**config.mk**
```make
export PLATFORM = sky130hd
export DESIGN_NAME = cvcmd_port
export DESIGN_NICKNAME = d
export VERILOG_FILES = /design/src/rtl/cvcmd_pkg.sv /design/src/rtl/cvcmd_sync.sv /design/src/rtl/cvcmd_decode.sv /design/src/rtl/cvcmd_regfile.sv /design/src/rtl/cvcmd_port.sv
export SDC_FILE = /design/constraint.sdc
export NUM_CORES = 1
export LEC_CHECK = 0
export BUFFER_PORTS_ARGS = -buffer_cell sky130_fd_sc_hd__buf_2
export CAP_MARGIN = 20
export CORE_ASPECT_RATIO = 0.75
export CORE_MARGIN = 4
export CORE_UTILIZATION = 44
export CTS_CLUSTER_SIZE = 28
export DETAILED_ROUTE_END_ITERATION = 6
export GPL_ROUTABILITY_DRIVEN = 0
export PLACE_DENSITY = 0.66
export SYNTH_ARGS = -nofsm -noshare
export SYNTH_HDL_FRONTEND = slang
export SYNTH_HIERARCHICAL = 1
export SYNTH_SLANG_ARGS = --single-unit
```
**constraint.sdc**
```tcl
create_clock -name clk -period 19.15 [get_ports clk]
set_input_delay 3.83 -clock clk [delete_from_list [all_inputs] [get_ports clk]]
set_output_delay 3.83 -clock clk [all_outputs]
set_load 0.02 [all_outputs]
```
**src/rtl/cvcmd_pkg.sv**
```systemverilog
package cvcmd_pkg;

  // command byte field positions (bit positions are part of the protocol)
  localparam int CB_VALID  = 7;
  localparam int CB_SINGLE = 6;
  localparam int CB_SEL_HI = 5;
  localparam int CB_SEL_LO = 3;
  localparam int CB_READ   = 2;
  localparam int CB_PS     = 0;
  localparam int CMD_W     = 8;

  localparam logic [2:0] SEL_OFS  = 3'b000;
  localparam logic [2:0] SEL_GAIN = 3'b001;
  localparam logic [2:0] SEL_CFG  = 3'b010;
  localparam logic [2:0] SEL_DATA = 3'b011;
  localparam logic [2:0] SEL_ALL  = 3'b100;

  localparam logic [CMD_W-1:0] CMD_CONVERT = 8'hC0;

  typedef enum logic [1:0] {
    ST_CMD = 2'd0,
    ST_WR  = 2'd1,
    ST_RD  = 2'd2
  } sif_state_e;

  typedef struct packed {
    logic       start;     // single-conversion request
    logic       access;    // register transfer follows
    logic       rd;        // read direction
    logic       multi;     // all set-up registers
    logic       ro;        // conversion word selected
    logic       reserved;  // reserved select code
    logic [1:0] idx;       // register index
    logic       ps;        // power-save request
  } cmd_dec_t;

endpackage

```
**src/rtl/cvcmd_sync.sv**
```systemverilog
module cvcmd_sync (
  input  logic clk,
  input  logic rst_n,
  input  logic cs_n,
  input  logic sclk,
  input  logic sdi,
  output logic rst_n_int,
  output logic cs_act,
  output logic sclk_rise,
  output logic sclk_fall,
  output logic sdi_s
);

  logic [1:0] rst_q;
  logic [1:0] cs_q;
  logic [2:0] sck_q;
  logic [1:0] sdi_q;

  // reset asserted asynchronously, released on the clock
  always_ff @(posedge clk or negedge rst_n) begin
    if (!rst_n) rst_q <= 2'b00;
    else        rst_q <= {rst_q[0], 1'b1};
  end
  assign rst_n_int = rst_q[1];

  always_ff @(posedge clk or negedge rst_n) begin
    if (!rst_n) begin
      cs_q  <= 2'b11;
      sck_q <= 3'b000;
      sdi_q <= 2'b00;
    end else begin
      cs_q  <= {cs_q[0], cs_n};
      sck_q <= {sck_q[1:0], sclk};
      sdi_q <= {sdi_q[0], sdi};
    end
  end

  assign cs_act    = ~cs_q[1] & rst_n_int;
  assign sclk_rise = sck_q[1] & ~sck_q[2];
  assign sclk_fall = ~sck_q[1] & sck_q[2];
  assign sdi_s     = sdi_q[1];

endmodule

```
**src/rtl/cvcmd_decode.sv**
```systemverilog
module cvcmd_decode
  import cvcmd_pkg::*;
(
  input  logic [CMD_W-1:0] byte_i,
  output cmd_dec_t         dec_o
);

  logic [2:0] sel;
  logic       valid;
  logic       single;

  assign sel    = byte_i[CB_SEL_HI:CB_SEL_LO];
  assign valid  = byte_i[CB_VALID];
  assign single = byte_i[CB_SINGLE];

  always_comb begin
    dec_o          = '0;
    dec_o.start    = (byte_i == CMD_CONVERT);
    dec_o.access   = valid & ~single & (sel <= SEL_ALL);
    dec_o.reserved = valid & ~single & (sel > SEL_ALL);
    dec_o.rd       = byte_i[CB_READ];
    dec_o.multi    = (sel == SEL_ALL);
    dec_o.ro       = (sel == SEL_DATA);
    dec_o.idx      = sel[1:0];
    dec_o.ps       = byte_i[CB_PS];
  end

endmodule

```
**src/rtl/cvcmd_regfile.sv**
```systemverilog
module cvcmd_regfile #(
  parameter int WORD_W   = 24,
  parameter int RES_W    = 20,
  parameter int FLAG_W   = 2,
  parameter int N_SETUP  = 3,
  parameter int CFG_IDX  = 2,
  parameter int DONE_BIT = 3
) (
  input  logic                      clk,
  input  logic                      rst_n,
  input  logic                      wr_en_i,
  input  logic [1:0]                wr_idx_i,
  input  logic [WORD_W-1:0]         wr_data_i,
  input  logic                      clr_done_i,
  input  logic                      conv_done_i,
  input  logic [RES_W-1:0]          conv_res_i,
  input  logic [FLAG_W-1:0]         conv_flags_i,
  output logic [N_SETUP*WORD_W-1:0] setup_o,
  output logic [WORD_W-1:0]         data_o
);

  localparam int PAD_W = WORD_W - RES_W - FLAG_W;

  logic              done_q, done_d;
  logic [WORD_W-1:0] data_q, data_d;

  for (genvar i = 0; i < N_SETUP; i++) begin : g_setup
    logic              en;
    logic [WORD_W-1:0] store_q;
    assign en = wr_en_i && (wr_idx_i == 2'(i));
    always_ff @(posedge clk or negedge rst_n) begin
      if (!rst_n)  store_q <= '0;
      else if (en) store_q <= wr_data_i;
    end
    if (i == CFG_IDX) begin : g_cfg
      always_comb begin
        setup_o[i*WORD_W +: WORD_W]           = store_q;
        setup_o[i*WORD_W + DONE_BIT]          = done_q;
      end
    end else begin : g_plain
      assign setup_o[i*WORD_W +: WORD_W] = store_q;
    end
  end

  always_comb begin
    done_d = done_q;
    if (clr_done_i)  done_d = 1'b0;
    if (conv_done_i) done_d = 1'b1;
    data_d = data_q;
    if (conv_done_i) data_d = {conv_res_i, {PAD_W{1'b0}}, conv_flags_i};
  end

  always_ff @(posedge clk or negedge rst_n) begin
    if (!rst_n) begin
      done_q <= 1'b0;
      data_q <= '0;
    end else begin
      done_q <= done_d;
      if (conv_done_i) data_q <= data_d;
    end
  end

  assign data_o = data_q;

  AST_DONE_SET: assert property (@(posedge clk) disable iff (!rst_n)
    conv_done_i |=> done_q);
  AST_DONE_CLR: assert property (@(posedge clk) disable iff (!rst_n)
    (clr_done_i && !conv_done_i) |=> !done_q);
  AST_DATA_RO: assert property (@(posedge clk) disable iff (!rst_n)
    !conv_done_i |=> $stable(data_q));

endmodule

```
**src/rtl/cvcmd_port.sv**
```systemverilog
module cvcmd_port
  import cvcmd_pkg::*;
#(
  parameter int WORD_W   = 24,
  parameter int RES_W    = 20,
  parameter int FLAG_W   = 2,
  parameter int DONE_BIT = 3,
  parameter int PSS_BIT  = 4
) (
  input  logic              clk,
  input  logic              rst_n,
  input  logic              cs_n,
  input  logic              sclk,
  input  logic              sdi,
  output logic              sdo,
  input  logic [RES_W-1:0]  conv_res_i,
  input  logic [FLAG_W-1:0] conv_flags_i,
  input  logic              conv_done_i,
  output logic              conv_start_o,
  output logic [WORD_W-1:0] ofs_o,
  output logic [WORD_W-1:0] gain_o,
  output logic [WORD_W-1:0] cfg_o,
  output logic              pwr_save_o,
  output logic              pwr_standby_o
);

  localparam int N_SETUP = 3;
  localparam int ALL_W   = N_SETUP * WORD_W;
  localparam int CNT_W   = $clog2(ALL_W + 1);
  localparam logic [CNT_W-1:0] CMD_LAST  = CNT_W'(CMD_W - 1);
  localparam logic [CNT_W-1:0] WORD_LAST = CNT_W'(WORD_W - 1);
  localparam logic [CNT_W-1:0] ALL_LAST  = CNT_W'(ALL_W - 1);
  localparam logic [1:0]       LAST_IDX  = 2'(N_SETUP - 1);

  logic rst_n_int, cs_act, sclk_rise, sclk_fall, sdi_s;

  cvcmd_sync u_sync (
    .clk       (clk),
    .rst_n     (rst_n),
    .cs_n      (cs_n),
    .sclk      (sclk),
    .sdi       (sdi),
    .rst_n_int (rst_n_int),
    .cs_act    (cs_act),
    .sclk_rise (sclk_rise),
    .sclk_fall (sclk_fall),
    .sdi_s     (sdi_s)
  );

  sif_state_e        st_q, st_d;
  logic [CNT_W-1:0]  cnt_q, cnt_d, rlast_q, rlast_d;
  logic [WORD_W-1:0] sin_q, sin_d;
  logic [ALL_W-1:0]  sout_q, sout_d;
  logic              sdo_q, sdo_d;
  logic [1:0]        widx_q, widx_d, idx_q, idx_d;
  logic              multi_q, multi_d, ro_q, ro_d;
  logic              start_q, start_d, ps_q, ps_d;

  logic              wr_en, clr_done;
  logic [1:0]        wr_idx;
  logic [WORD_W-1:0] wr_data;
  logic [CMD_W-1:0]  cmd_byte;
  cmd_dec_t          dec;

  logic [ALL_W-1:0]  setup;
  logic [WORD_W-1:0] data_word, sel_word;
  logic [ALL_W-1:0]  all_word;
  logic              cmd_end;

  assign cmd_byte = {sin_q[CMD_W-2:0], sdi_s};
  assign wr_data  = {sin_q[WORD_W-2:0], sdi_s};

  cvcmd_decode u_dec (
    .byte_i (cmd_byte),
    .dec_o  (dec)
  );

  cvcmd_regfile #(
    .WORD_W   (WORD_W),
    .RES_W    (RES_W),
    .FLAG_W   (FLAG_W),
    .N_SETUP  (N_SETUP),
    .CFG_IDX  (2),
    .DONE_BIT (DONE_BIT)
  ) u_regs (
    .clk          (clk),
    .rst_n        (rst_n_int),
    .wr_en_i      (wr_en),
    .wr_idx_i     (wr_idx),
    .wr_data_i    (wr_data),
    .clr_done_i   (clr_done),
    .conv_done_i  (conv_done_i),
    .conv_res_i   (conv_res_i),
    .conv_flags_i (conv_flags_i),
    .setup_o      (setup),
    .data_o       (data_word)
  );

  assign ofs_o  = setup[0*WORD_W +: WORD_W];
  assign gain_o = setup[1*WORD_W +: WORD_W];
  assign cfg_o  = setup[2*WORD_W +: WORD_W];

  // burst order: offset first on the wire
  assign all_word = {ofs_o, gain_o, cfg_o};

  always_comb begin
    unique case (dec.idx)
      2'd0:    sel_word = ofs_o;
      2'd1:    sel_word = gain_o;
      2'd2:    sel_word = cfg_o;
      default: sel_word = data_word;
    endcase
  end

  assign cmd_end = cs_act && sclk_rise && (st_q == ST_CMD) && (cnt_q == CMD_LAST);

  // next-state logic
  always_comb begin
    st_d     = st_q;
    cnt_d    = cnt_q;
    rlast_d  = rlast_q;
    sin_d    = sin_q;
    sout_d   = sout_q;
    sdo_d    = sdo_q;
    widx_d   = widx_q;
    idx_d    = idx_q;
    multi_d  = multi_q;
    ro_d     = ro_q;
    ps_d     = ps_q;
    start_d  = 1'b0;
    wr_en    = 1'b0;
    wr_idx   = idx_q;
    clr_done = 1'b0;
    if (!cs_act) begin
      st_d   = ST_CMD;
      cnt_d  = '0;
      widx_d = '0;
      sdo_d  = 1'b0;
    end else if (sclk_rise) begin
      sin_d = wr_data;
      cnt_d = cnt_q + 1'b1;
      unique case (st_q)
        ST_CMD: begin
          if (cnt_q == CMD_LAST) begin
            cnt_d = '0;
            if (dec.start) begin
              start_d = 1'b1;
              ps_d    = dec.ps;
            end else if (dec.access) begin
              ps_d    = dec.ps;
              multi_d = dec.multi;
              ro_d    = dec.ro;
              idx_d   = dec.idx;
              widx_d  = '0;
              if (dec.rd) begin
                st_d     = ST_RD;
                rlast_d  = dec.multi ? ALL_LAST : WORD_LAST;
                sout_d   = dec.multi ? all_word
                                     : {sel_word, {(ALL_W-WORD_W){1'b0}}};
                clr_done = dec.ro & ~dec.multi;
              end else begin
                st_d = ST_WR;
              end
            end
          end
        end
        ST_WR: begin
          if (cnt_q == WORD_LAST) begin
            cnt_d  = '0;
            wr_en  = ~ro_q | multi_q;
            wr_idx = multi_q ? widx_q : idx_q;
            if (multi_q && (widx_q != LAST_IDX)) begin
              widx_d = widx_q + 1'b1;
            end else begin
              st_d   = ST_CMD;
              widx_d = '0;
            end
          end
        end
        ST_RD: begin
          if (cnt_q == rlast_q) begin
            cnt_d = '0;
            st_d  = ST_CMD;
          end
        end
        default: st_d = ST_CMD;
      endcase
    end else if (sclk_fall) begin
      if (st_q == ST_RD) begin
        sdo_d  = sout_q[ALL_W-1];
        sout_d = {sout_q[ALL_W-2:0], 1'b0};
      end else begin
        sdo_d = 1'b0;
      end
    end
  end

  // register process
  always_ff @(posedge clk or negedge rst_n_int) begin
    if (!rst_n_int) begin
      st_q    <= ST_CMD;
      cnt_q   <= '0;
      rlast_q <= '0;
      sin_q   <= '0;
      sout_q  <= '0;
      sdo_q   <= 1'b0;
      widx_q  <= '0;
      idx_q   <= '0;
      multi_q <= 1'b0;
      ro_q    <= 1'b0;
      ps_q    <= 1'b0;
      start_q <= 1'b0;
    end else begin
      st_q    <= st_d;
      cnt_q   <= cnt_d;
      rlast_q <= rlast_d;
      sin_q   <= sin_d;
      sout_q  <= sout_d;
      sdo_q   <= sdo_d;
      widx_q  <= widx_d;
      idx_q   <= idx_d;
      multi_q <= multi_d;
      ro_q    <= ro_d;
      ps_q    <= ps_d;
      start_q <= start_d;
    end
  end

  assign sdo           = sdo_q;
  assign conv_start_o  = start_q;
  assign pwr_save_o    = ps_q;
  assign pwr_standby_o = ps_q & ~cfg_o[PSS_BIT];

  AST_START_PULSE: assert property (@(posedge clk) disable iff (!rst_n_int)
    conv_start_o |=> !conv_start_o);
  AST_ABORT_IDLE: assert property (@(posedge clk) disable iff (!rst_n_int)
    !cs_act |=> (st_q == ST_CMD && cnt_q == '0));
  AST_RESERVED_NOP: assert property (@(posedge clk) disable iff (!rst_n_int)
    (cmd_end && dec.reserved) |=> ($stable(pwr_save_o) && st_q == ST_CMD));
  AST_SDO_QUIET: assert property (@(posedge clk) disable iff (!rst_n_int)
    (!sclk_fall && cs_act) |=> $stable(sdo));

endmodule

```
==> results_dict.tcl <==
set metrics [dict create \
    fmax_mhz 197 \
    r2r-start "u_sync/rst_q[1]" \
    tightest_slew_ns 1.10 \
    fin_skew_ns 0.0199 \
    coreArea_sq_mm 0.0222 \
    htreeDepth 1 \
    clock_latency_ns 0.51 \
    cts_setup_buffers 0 \
    dieArea_sq_mm 0.0251 \
    syn_area_per_cell_sq_um 11.7 \
    syn_to_final_growth_pct 14.8 \
    critPathLaunch "u_regs/g_setup[2].store_q[4]" \
    cts_buffers 23 \
    setup_viol 0 \
    powerDensity_mw_per_mm2 96.6 \
    cts_root_buf "clkbuf_16" \
    antenna_left 0 \
    whs_ns 0.347 \
    tritoncts "built" \
    slew_viol_final 0 \
    ctsResizeCount 0 \
    syn_inst 853 \
    crit_path_start_kind "register" \
    hold_viol 0 \
    dr.pass1.iters 5 \
    avgRoutedWirePerCell_microns 20.5 \
    finalNetCount 958 \
    port_buffers 103 \
    leakagePower_nw 5.46 \
    rsz0062_at_grt "no" \
    status "finished, final reports clean" \
    drc 0 \
    critical_path_class "reg -> out" \
    grt_max_degree 135 \
    grt_pass1_vias 7022 \
    drive_above_1_share_pct 32.4 \
    path_clk_slew_ns 0.06 \
    vias 7154 \
    std_cell_rows 47 \
    num_antenna_cells 0 \
    gr-total-overflow 0 \
    endpoint_kind "primary output" \
    die_h_microns 138 \
    nFillCells 1974 \
    cts_sinks 219 \
    cp_max_fo 5 \
    grt_pass1_wl_microns 40700 \
    hp-class "reg -> reg" \
    fin_crit_ns 5.07 \
    critPathArrivalTime_ns 1.24 \
    syn_area_sq_mm 0.00996 \
    cap_violations 0 \
    hp-start "u_sync/sck_q[0]" \
    crit_required_ns 15.32 \
    wl_microns 25400 \
    vdd_drop_max_mv 0.0961 \
    ys_warn_count 6 \
    relSlewSlack_pct 26.7 \
    die_w_microns 182 \
    fin_setup_tns_ns 0 \
    hpwlAfterDp_microns 15800 \
    drt-vias-per-instance 5.78 \
    ioPinCount 104 \
    initial_core_util_pct 44.9 \
    fin_crit_sh_pct 26.5 \
    grt_antenna_before_repair 0 \
    clk_path_buf_depth 3 \
    grt_usage_pct 19.9 \
    drt_iter0_markers 777 \
    cts_hold_repair.buffers 0 \
]
## path summary, 6_finish.rpt
| kind | to | slack [ns] | cells after the start |
|---|---|---|---|
| setup / recovery | pwr_standby_o | 14.08 | 2 |
| hold / removal | u_sync/sck_q[1] | 0.35 | 0 |
| setup reg to reg | u_regs/g_setup[1].store_q[15] | 15.08 | 6 |
| hold reg to reg | u_sync/sck_q[1] | 0.35 | 0 |
| max in group asynchronous | u_sync/cs_q[1] | 15.76 | 1 |
| min in group asynchronous | u_regs/g_setup[2].store_q[4] | 0.45 | 0 |
## cell usage in the layout, fill, tap and decap left out, types with 3 or more instances in the layout
| master | n |
|---|---|
| a21oi_1 | 8 |
| a22oi_1 | 51 |
| a2bb2oi_1 | 19 |
| and3_1 | 4 |
| and3b_1 | 3 |
| buf_2 | 103 |
| buf_4 | 15 |
| bufinv_16 | 3 |
| clkbuf_1 | 4 |
| clkbuf_16 | 23 |
| clkbuf_8 | 3 |
| clkinv_2 | 5 |
| conb_1 | 3 |
| dfrtp_1 | 216 |
| inv_1 | 6 |
| mux2_1 | 3 |
| mux2_2 | 128 |
| mux2i_1 | 5 |
| nand2_1 | 90 |
| nand2b_1 | 3 |
| nand3_1 | 9 |
| nor2_1 | 27 |
| nor2b_1 | 15 |
| nor3b_1 | 3 |
| o21a_1 | 19 |
| o21ai_0 | 82 |
| o221ai_1 | 19 |
| o22a_1 | 18 |
| o31ai_1 | 4 |
| xor2_1 | 3 |
## cell type report
class                           count  area (sq um)  share of cell area (%)
Timing Repair Buffer              119           648                    5.67
Inverter                            7          26.3                   0.230
Clock buffer                       30           632                    5.53
Multi-Input combinational cell    558          4130                    36.2
Sequential cell                   219          5490                    48.0
Clock inverter                     10           133                    1.16
Tap cell                          294           368                    3.22
## through the flow
step,worst slack [ns],utilization (%),power (mW),area [sq um],cells
floorplan,11.36,-,0.610,9960,854
global placement,14.18,48.0,0.655,10600,1196
detailed placement,14.17,48.0,0.658,10600,1196
CTS,14.04,51.5,1.11,11400,1236
global route,14.01,51.5,1.15,11400,1237
finish,14.08,51.5,1.10,11400,1237
## worst max-delay path, stage by stage (launching register included)
cell	delay (ns)
dfrtp_1	0.45
nor2b_1	0.13
buf_2	0.16
## registers in the layout, indices dropped and copies added, names as in the netlist
register,flops
sout_q,72
u_regs/g_setup.store_q,71
sin_q,23
u_regs/data_o,22
cnt_q,7
rlast_q,3
u_sync/sck_q,3
idx_q,2
st_q,2
u_sync/cs_q,2
u_sync/rst_q,2
u_sync/sdi_q,2
widx_q,2
conv_start_o,1
multi_q,1
pwr_save_o,1
ro_q,1
sdo,1
u_regs/done_q,1
## power breakdown
| group | switching [mW] | internal [mW] | total, mW | leakage, nW |
|---|---|---|---|---|
| Sequential | 0.0164 | 0.477 | 0.493 | 2.97 |
| Clock | 0.180 | 0.273 | 0.453 | 0.380 |
| Combinational | 0.0959 | 0.0615 | 0.157 | 2.11 |
## per-layer routing
layer / vias to the layer above / share of wire (%) / track usage, %
met5: - / 0 / 0
met4: 0 / 1.5 / 3.59
met3: 45 / 6.8 / 3.65
met2: 247 / 43 / 29.1
met1: 3609 / 48 / 31.2
li1: 3253 / - / -
(Power assumes the default switching activity.)
